===== src/rtl/tiadc_pkg.sv =====
package tiadc_pkg;
  parameter int unsigned DEF_RES_W = 6;
endpackage


===== src/rtl/tiadc_ring.sv =====
module tiadc_ring #(
  parameter int unsigned NS = 7
) (
  input  logic          clk_i,
  input  logic          rst_ni,
  output logic [NS-1:0] ring_o,
  output logic          done_vld_o
);
  localparam int unsigned CW = $clog2(NS);
  localparam logic [CW-1:0] FILL_MAX = CW'(NS-1);

  logic [NS-1:0] ring_q;
  logic [CW-1:0] fill_q;

  always_ff @(posedge clk_i or negedge rst_ni) begin
    if (!rst_ni) begin
      ring_q <= '0;
      fill_q <= '0;
    end else if (ring_q == '0) begin
      ring_q <= NS'(1);
    end else begin
      ring_q <= {ring_q[NS-2:0], ring_q[NS-1]};
      if (fill_q != FILL_MAX) fill_q <= fill_q + 1'b1;
    end
  end

  assign ring_o     = ring_q;
  assign done_vld_o = (ring_q != '0) && (fill_q == FILL_MAX);


  ring_onehot_chk: assert property (@(posedge clk_i) $onehot0(ring_q));


  ring_rotate_chk: assert property (@(posedge clk_i) disable iff (!rst_ni)
    (ring_q != '0) |=> (ring_q == $past({ring_q[NS-2:0], ring_q[NS-1]})));
endmodule


===== src/rtl/tiadc_enc.sv =====
module tiadc_enc #(
  parameter int unsigned NS = 7,
  localparam int unsigned IW = $clog2(NS)
) (
  input  logic [NS-1:0] onehot_i,
  output logic [IW-1:0] idx_o
);
  always_comb begin
    idx_o = '0;
    for (int i = 0; i < NS; i++) begin
      if (onehot_i[i]) idx_o = idx_o | IW'(i);
    end
  end


  always_comb begin
    if ($onehot(onehot_i)) begin
      enc_match_chk: assert (onehot_i[idx_o]);
    end
  end
endmodule


===== src/rtl/tiadc_outreg.sv =====
module tiadc_outreg #(
  parameter int unsigned NS    = 7,
  parameter int unsigned RES_W = 6,
  localparam int unsigned IW = $clog2(NS)
) (
  input  logic                clk_i,
  input  logic                rst_ni,
  input  logic [IW-1:0]       sel_i,
  input  logic                done_vld_i,
  input  logic [NS*RES_W-1:0] codes_i,
  output logic [RES_W-1:0]    code_o,
  output logic                valid_o
);
  logic [RES_W-1:0] pick;

  always_comb begin
    pick = '0;
    for (int k = 0; k < NS; k++) begin
      if (sel_i == IW'(k)) pick = codes_i[k*RES_W +: RES_W];
    end
  end

  always_ff @(posedge clk_i or negedge rst_ni) begin
    if (!rst_ni) begin
      code_o  <= '0;
      valid_o <= 1'b0;
    end else begin
      valid_o <= done_vld_i;
      if (done_vld_i) code_o <= pick;
    end
  end


  valid_sticky_chk: assert property (@(posedge clk_i) disable iff (!rst_ni)
    valid_o |=> valid_o);
endmodule


===== src/rtl/tiadc_seq.sv =====
module tiadc_seq
  import tiadc_pkg::*;
#(
  parameter int unsigned RES_W = DEF_RES_W
) (
  input  logic                          clk_i,
  input  logic                          rst_ni,
  input  logic [(RES_W+1)*RES_W-1:0]    slice_code_i,
  output logic [RES_W:0]                start_o,
  output logic [RES_W-1:0]              code_o,
  output logic                          valid_o
);
  localparam int unsigned NS = RES_W + 1;
  localparam int unsigned IW = $clog2(NS);

  logic [NS-1:0] ring;
  logic          done_vld;
  logic [IW-1:0] done_sel;

  tiadc_ring #(.NS(NS)) u_ring (
    .clk_i      (clk_i),
    .rst_ni     (rst_ni),
    .ring_o     (ring),
    .done_vld_o (done_vld)
  );

  // slice finishing now was started NS-1 cycles ago: one ring step ahead
  tiadc_enc #(.NS(NS)) u_enc (
    .onehot_i ({ring[NS-2:0], ring[NS-1]}),
    .idx_o    (done_sel)
  );

  tiadc_outreg #(.NS(NS), .RES_W(RES_W)) u_out (
    .clk_i      (clk_i),
    .rst_ni     (rst_ni),
    .sel_i      (done_sel),
    .done_vld_i (done_vld),
    .codes_i    (slice_code_i),
    .code_o     (code_o),
    .valid_o    (valid_o)
  );

  assign start_o = ring;


  valid_needs_ring_chk: assert property (@(posedge clk_i) disable iff (!rst_ni)
    valid_o |-> (start_o != '0));
endmodule


===== config.mk =====
export PLATFORM = sky130hd
export DESIGN_NAME = tiadc_seq
export DESIGN_NICKNAME = d
export VERILOG_FILES = /design/src/rtl/tiadc_pkg.sv /design/src/rtl/tiadc_ring.sv /design/src/rtl/tiadc_enc.sv /design/src/rtl/tiadc_outreg.sv /design/src/rtl/tiadc_seq.sv
export SDC_FILE = /design/constraint.sdc
export NUM_CORES = 1
export LEC_CHECK = 0
export BUFFER_PORTS_ARGS = -buffer_cell sky130_fd_sc_hd__buf_2
export CAP_MARGIN = 10
export CORE_UTILIZATION = 44
export DETAILED_ROUTE_END_ITERATION = 8
export PLACE_DENSITY = 0.79
export SYNTH_ARGS = -nofsm -noshare
export SYNTH_HDL_FRONTEND = slang
export SYNTH_SLANG_ARGS = --single-unit
export TNS_END_PERCENT = 50

===== constraint.sdc =====
create_clock -name clk_i -period 2.2 [get_ports clk_i]
set_input_delay 0.44 -clock clk_i [delete_from_list [all_inputs] [get_ports clk_i]]
set_output_delay 0.44 -clock clk_i [all_outputs]
set_load 0.02 [all_outputs]

==> results of run 1 <==
## sequential cells by signal, indices dropped and copies added, names as in the netlist
| register | flops |
|---|---|
| u_out.valid_o | 1 |
| u_out.code_o | 6 |
| u_ring.fill_q | 3 |
| u_ring.ring_o | 7 |
## final cells by class
type | instances | area share [%]
clock buffers | 4 | 1.981
inverters | 3 | 0.8491
multi-input cells | 85 | 40.94
flip-flops and latches | 17 | 32.08
well taps | 28 | 2.642
repair buffers | 57 | 21.51
## report_power, final
| part | total [mW] | internal [mW] | switching [mW] |
|---|---|---|---|
| sequential | 0.321 | 0.318 | 0.00322 |
| combinational | 0.0801 | 0.0431 | 0.0370 |
| clock | 0.166 | 0.0704 | 0.0960 |
## metrics by stage
step                power [mW]  setup slack [ns]  instances
finish                  0.5676            0.3123        194
global route            0.5992            0.1422        194
CTS                     0.5709            0.3381        194
detailed placement      0.4080            0.3662        190
global placement        0.4055            0.4222        190
floorplan               0.3534            0.4911        118
## cells in the final DEF (no fill, tap or decap)
cell type / instances
buf_2: 57
dfrtp_1: 17
nor2_1: 14
a21oi_1: 10
nor3_1: 9
a22oi_1: 7
nand2_1: 6
nand2b_1: 6
o211ai_1: 6
nand4_1: 6
a22o_1: 6
inv_1: 3
clkbuf_4: 3
nor2b_1: 2
ha_1: 2
a21o_1: 1
nor4_4: 1
nand2_4: 1
nand3_2: 1
mux2i_1: 1
xnor2_1: 1
and3_1: 1
or4_4: 1
nor4_2: 1
nand3_1: 1
a31oi_1: 1
clkbuf_1: 1
## layer usage
layer / routed length (um) / global-route usage [%]
met1: 1173 / 32.08
met2: 1313 / 38.38
met3: 205 / 3.869
met4: 21 / 7.870
met5: 0 / 0
## worst max-delay path, stage by stage, from the launching register on
cell,delay (ns)
dfrtp_1,0.72
a21oi_1,0.16
nor4_2,0.48
a22oi_1,0.19
nand4_1,0.16
a22o_1,0.12
## worst max-delay path by stage
| stage | slack (ns) | end |
|---|---|---|
| 2_1_floorplan | 0.49 | u_out.code_o[5]$_DFFE_PN0P_ |
| 3_3_place_gp | 0.42 | u_out.code_o[0]$_DFFE_PN0P_ |
| 3_5_place_dp | 0.37 | u_out.code_o[5]$_DFFE_PN0P_ |
| 4_1_cts | 0.34 | u_out.code_o[5]$_DFFE_PN0P_ |
| 5_1_grt | 0.14 | u_out.code_o[0]$_DFFE_PN0P_ |
| 6_report | 0.31 | u_out.code_o[0]$_DFFE_PN0P_ |
## kinds of logic after synthesis
family	count (synthesis)	synth area share (%)
AOI/OAI and AO/OA	31	20.21
xor gates and xnor gates	1	0.8276
adders and majority gates	2	2.364
buffers and inverters	16	8.510
DFF	17	40.19
muxes	1	0.9457
and+or+nand+nor	50	26.95
==> impl_metrics.yaml, run 1 <==
outcome:
  status: "finished clean"
synth:
  synth_edf_count: 0
  syn_nets: 164
  yosysTopAreaCell: "dfrtp_1"
  async_flop_share_pct: 100.0
  synth_warnings: 0
  avgSynthCellArea_um2: 8.970
  yosysTopAreaCellShare_pct: 40.19
  synth_cell_types: 30
  synthTopCellsByCount: "17 x dfrtp_1, 14 x nor2_1, 10 x a21oi_1, 9 x nor3_1, 7 x a22oi_1"
  syn_inst: 118
  yosysMostFrequentCell: "dfrtp_1"
  ys_seq_area_share_pct: 40.19
  syn_area_um2: 1059
  synth_area_leaders: "dfrtp_1 40%, a22oi_1 5.0%, nor2_1 5.0%, a22o_1 5.0%, a21oi_1 4.7%"
  ys_ff_latch: 17
  synth_flop_cell: "dfrtp_1"
critical_path:
  worstPathMaxFanout: 20
  reg2reg_to: "u_out.code_o[0]$_DFFE_PN0P_"
  arrival_ns: 2.12
  reg2regPathDepth: 5
  reg2reg_slack_ns: 0.31
  endpoint_kind: "flop"
  required_ns: 2.43
  critPathKind: "flop to flop"
  cp-start-kind: "flop"
  worstSetupStartpoint: "u_ring.ring_o[0]$_DFF_PN0_"
  r2r_start: "u_ring.ring_o[0]$_DFF_PN0_"
cells_and_area:
  finish.utilization_pct: 59.38
  multiInputGateArea_um2: 543.0
  fillers: 205
  diodes: 0
  drive_gt1_share_pct: 39.16
  syn_to_final_growth_pct: 25.30
  nNetsFinal: 213
  design_area_um2: 1326
  seqCellArea_um2: 425.4
cts:
  htree_levels: 1
  clock_latency_ns: 0.29
  max-clock-path-buffers: 2
  cts-root-buf: "clkbuf_4"
  cts_tree: "built"
  ctsHoldBuffers: 0
  clkSinkCount: 17
  path_clk_slew_ns: 0.10
  cts_buffers: 3
  cts_setup_buffers: 0
  cts_resized: 0
power:
  peakVddDrop_mv: 0.3063
  leakage_nw: 0.6582
  power_density_nw_per_um2: 428.0
global_route:
  grt_pass1_wl_um: 4602
  grt_max_degree: 21
  grt-ovfl-total: 0
  grt.total_usage_pct: 23.73
  grt_antenna_before_repair: 0
  grt_pass1_vias: 1049
drt:
  via_per_inst: 5.515
  routed_wl_um: 2713
  wire_per_inst_um: 13.98
  dr.pass1.iters: 4
  drc: 0
  final_antenna_net_count: 0
  drt-initial-drc-count: 21
  num_vias: 1070
floorplanning:
  die_area_um2: 2606
  initial_utilization_pct: 47.39
  die_w_um: 51.05
  die_y_um: 51.05
  ios: 58
  core_um2: 2233
  num_rows: 17
sta:
  finalCritPeriodShare_pct: 85.81
  whs_ns: 0.05534
  clock_skew_ns: 0.005784
  hold_viol: 0
  rsz0062_at_grt: "no"
  drv_slew: 0
  relSlewSlack_pct: 59.30
  max_freq_ghz: 0.5297
  layout_min_cycle_time_ns: 1.888
  finalSetupViolations: 0
  setup_tns_ns: 0
  tightest_slew_ns: 0.6055
worst_hold_path:
  hp-class: "input pin to async pin"
place:
  portBuffers: 57
  gp_congestion: 0.8563
  place_area_um2: 1300
  place.detailed.hpwl_um: 2163
run:
  cap_viol_max_count: 0
(Power assumes the default switching activity.)
==> inputs of run 2 (changes only) <==
--- a/config.mk
+++ b/config.mk
@@ -7,9 +7,10 @@
 export LEC_CHECK = 0
 export BUFFER_PORTS_ARGS = -buffer_cell sky130_fd_sc_hd__buf_2
 export CAP_MARGIN = 10
-export CORE_UTILIZATION = 44
+export CORE_ASPECT_RATIO = 2
+export CORE_UTILIZATION = 39
 export DETAILED_ROUTE_END_ITERATION = 8
-export PLACE_DENSITY = 0.79
+export PLACE_DENSITY = 0.74
 export SYNTH_ARGS = -nofsm -noshare
 export SYNTH_HDL_FRONTEND = slang
 export SYNTH_SLANG_ARGS = --single-unit
==> constraint.sdc (replaced) <==
create_clock -name clk_i -period 1.6 [get_ports clk_i]
set_input_delay 0.32 -clock clk_i [delete_from_list [all_inputs] [get_ports clk_i]]
set_output_delay 0.32 -clock clk_i [all_outputs]
set_load 0.02 [all_outputs]
==> impl_metrics.yaml, run 2 (synthesis results as in run 1) <==
power:
  leakage_nw: 0.7662
  combPwrFrac_pct: 12.8
  pwr-share-clk_pct: 36.7
  power_density_nw_per_um2: 565.9
  p_seq_share_pct: 50.5
  switching_share_pct: 23.32
  finalPower_uw: 875.2
  peakVddDrop_mv: 0.4902
  p_int_uw: 671.1
  p_switching_uw: 204.1
floorplanning:
  die_area_um2: 2939
  core_um2: 2570
  initial_utilization_pct: 41.19
  die_w_um: 38.84
  num_rows: 26
  die_y_um: 75.68
  ios: 58
global_route:
  grt_pass1_vias: 1126
  grt_most_used_layer: "met2"
  grt_pass1_wl_um: 4498
  grt_max_degree: 18
  grt.total_usage_pct: 21.47
  use_met1_pct: 21.08
  grt_antenna_before_repair: 0
  grt-ovfl-total: 0
  met2_usage_pct: 38.15
  grt_use_met3_pct: 4.665
critical_path:
  worstPathMaxFanout: 8
  cp-start-kind: "flop"
  required_ns: 1.74
  endpoint_kind: "flop"
  r2r_start: "u_ring.ring_o[3]$_DFF_PN0_"
  reg2reg_to: "u_out.code_o[4]$_DFFE_PN0P_"
  worstPathCellList: "buf_4, a21oi_1, or4_4, nor2_1, nor2_1, a22o_1"
  cp_slowest_stage_delay_ns: 0.49
  arrival_ns: 1.74
  critPathKind: "flop to flop"
  critPathSlowestCell: "or4_4"
  crit_path_frequent_cell: "nor2_1"
  reg2regPathDepth: 6
  reg2reg_slack_ns: 0.003
worst_hold_path:
  hp-start: "slice_code_i[28]"
  min_path_cells: 4
  hp-class: "input pin to flop"
  min_to: "u_out.code_o[4]$_DFFE_PN0P_"
sta:
  hold_viol: 0
  max_freq_ghz: 0.6262
  drv_slew: 0
  finalCritPeriodShare_pct: 99.81
  setup_tns_ns: 0
  final.setup.worst_slack_ns: 0.003111
  relSlewSlack_pct: 74.14
  rsz0062_at_grt: "yes"
  finalSetupViolations: 0
  whs_ns: 0.3994
  layout_min_cycle_time_ns: 1.597
  tightest_slew_ns: 0.3851
  clock_skew_ns: 0.005022
cts:
  max-clock-path-buffers: 2
  path_clk_slew_ns: 0.07
  cts-root-buf: "clkbuf_8"
  clkSinkCount: 17
  htree_levels: 1
  clock_latency_ns: 0.25
  cts_buffers: 3
  cts_tree: "built"
cells_and_area:
  multiInputGateArea_um2: 584.3
  drive_gt1_share_pct: 51.09
  nNetsFinal: 231
  final_cells: 212
  mostFrequentLayoutCells: "57 x buf_2, 13 x buf_4, 12 x nor2_1, 12 x dfrtp_1, 10 x a21oi_1"
  syn_to_final_growth_pct: 46.10
  seqCellArea_um2: 431.7
  diodes: 0
  layout_commonest_cell: "buf_2"
  fillers: 234
  largest_reg_flops: 7
drt:
  num_vias: 1170
  wire_per_inst_um: 14.34
  final_antenna_net_count: 0
  via_per_inst: 5.519
  drt-initial-drc-count: 24
  routed_wl_um: 3041
  drc: 0
  dr.pass1.iters: 5
place:
  dp_cells: 200
  portBuffers: 57
  dp_slack_ns: -0.05878
  place.detailed.hpwl_um: 2290
  gp_congestion: 0.8021
outcome:
  status: "finished clean"
run:
  cap_viol_max_count: 0
[run 2: how the worst max path moves through the flow]
stage                                     from                          end  slack (ns)  depth (start not counted)
floorplan           u_ring.ring_o[0]$_DFF_PN0_  u_out.code_o[5]$_DFFE_PN0P_       -0.06                          6
global placement    u_ring.ring_o[3]$_DFF_PN0_  u_out.code_o[1]$_DFFE_PN0P_       -0.03                          5
detailed placement  u_ring.ring_o[4]$_DFF_PN0_  u_out.code_o[1]$_DFFE_PN0P_       -0.06                          5
CTS                 u_ring.ring_o[2]$_DFF_PN0_  u_out.code_o[0]$_DFFE_PN0P_       0.002                          5
global route        u_ring.ring_o[3]$_DFF_PN0_  u_out.code_o[4]$_DFFE_PN0P_       -0.04                          6
finish              u_ring.ring_o[3]$_DFF_PN0_  u_out.code_o[4]$_DFFE_PN0P_       0.003                          6
[run 2: critical path: cells and delay by family, from the launching register on]
family | cells | cell delay [ns]
and+or+nand+nor | 3 | 0.68
DFF | 1 | 0.42
AOI/OAI and AO/OA | 2 | 0.25
buffers and inverters | 1 | 0.13
[run 2: power groups by stage]
stage               registers (mW)  logic (mW)  clock network, mW
floorplan                    0.459      0.0266                  0
global placement             0.449       0.107                  0
detailed placement           0.450       0.111                  0
CTS                          0.442       0.113              0.330
global route                 0.442       0.123              0.343
finish                       0.442       0.112              0.321
[run 2: routing by layer]
| metal | part of all wire [%] | up-vias | routed length, um |
|---|---|---|---|
| met1 | 36 | 544 | 1100 |
| met3 | 6.2 | 9 | 188 |
| met5 | 0 | - | 0 |
| li1 | - | 559 | - |
| met2 | 56 | 58 | 1688 |
| met4 | 2.1 | 0 | 64 |
[run 2: timing repair]
action                                  CTS  global route
hold buffers                              1             0
setup buffers                             0             7
gates resized for setup                   1            16
endpoints found under the setup margin    6             6
pin swaps                                 1             3
hold endpoints to repair                 17             0
[run 2: area by class of cell]
type | count | share of cell area (%)
multi-input cells | 85 | 37.78
repair buffers | 75 | 28.32
flip-flops and latches | 17 | 27.91
inverters | 3 | 0.7282
well taps | 28 | 2.265
clock buffers | 3 | 2.670
clock inverters | 1 | 0.3236
[run 2: metrics by stage]
step                instance area, um2  util, %
floorplan                         1071        -
global placement                  1379    53.65
detailed placement                1379    53.65
CTS                               1440    56.04
global route                      1546    60.18
finish                            1546    60.18
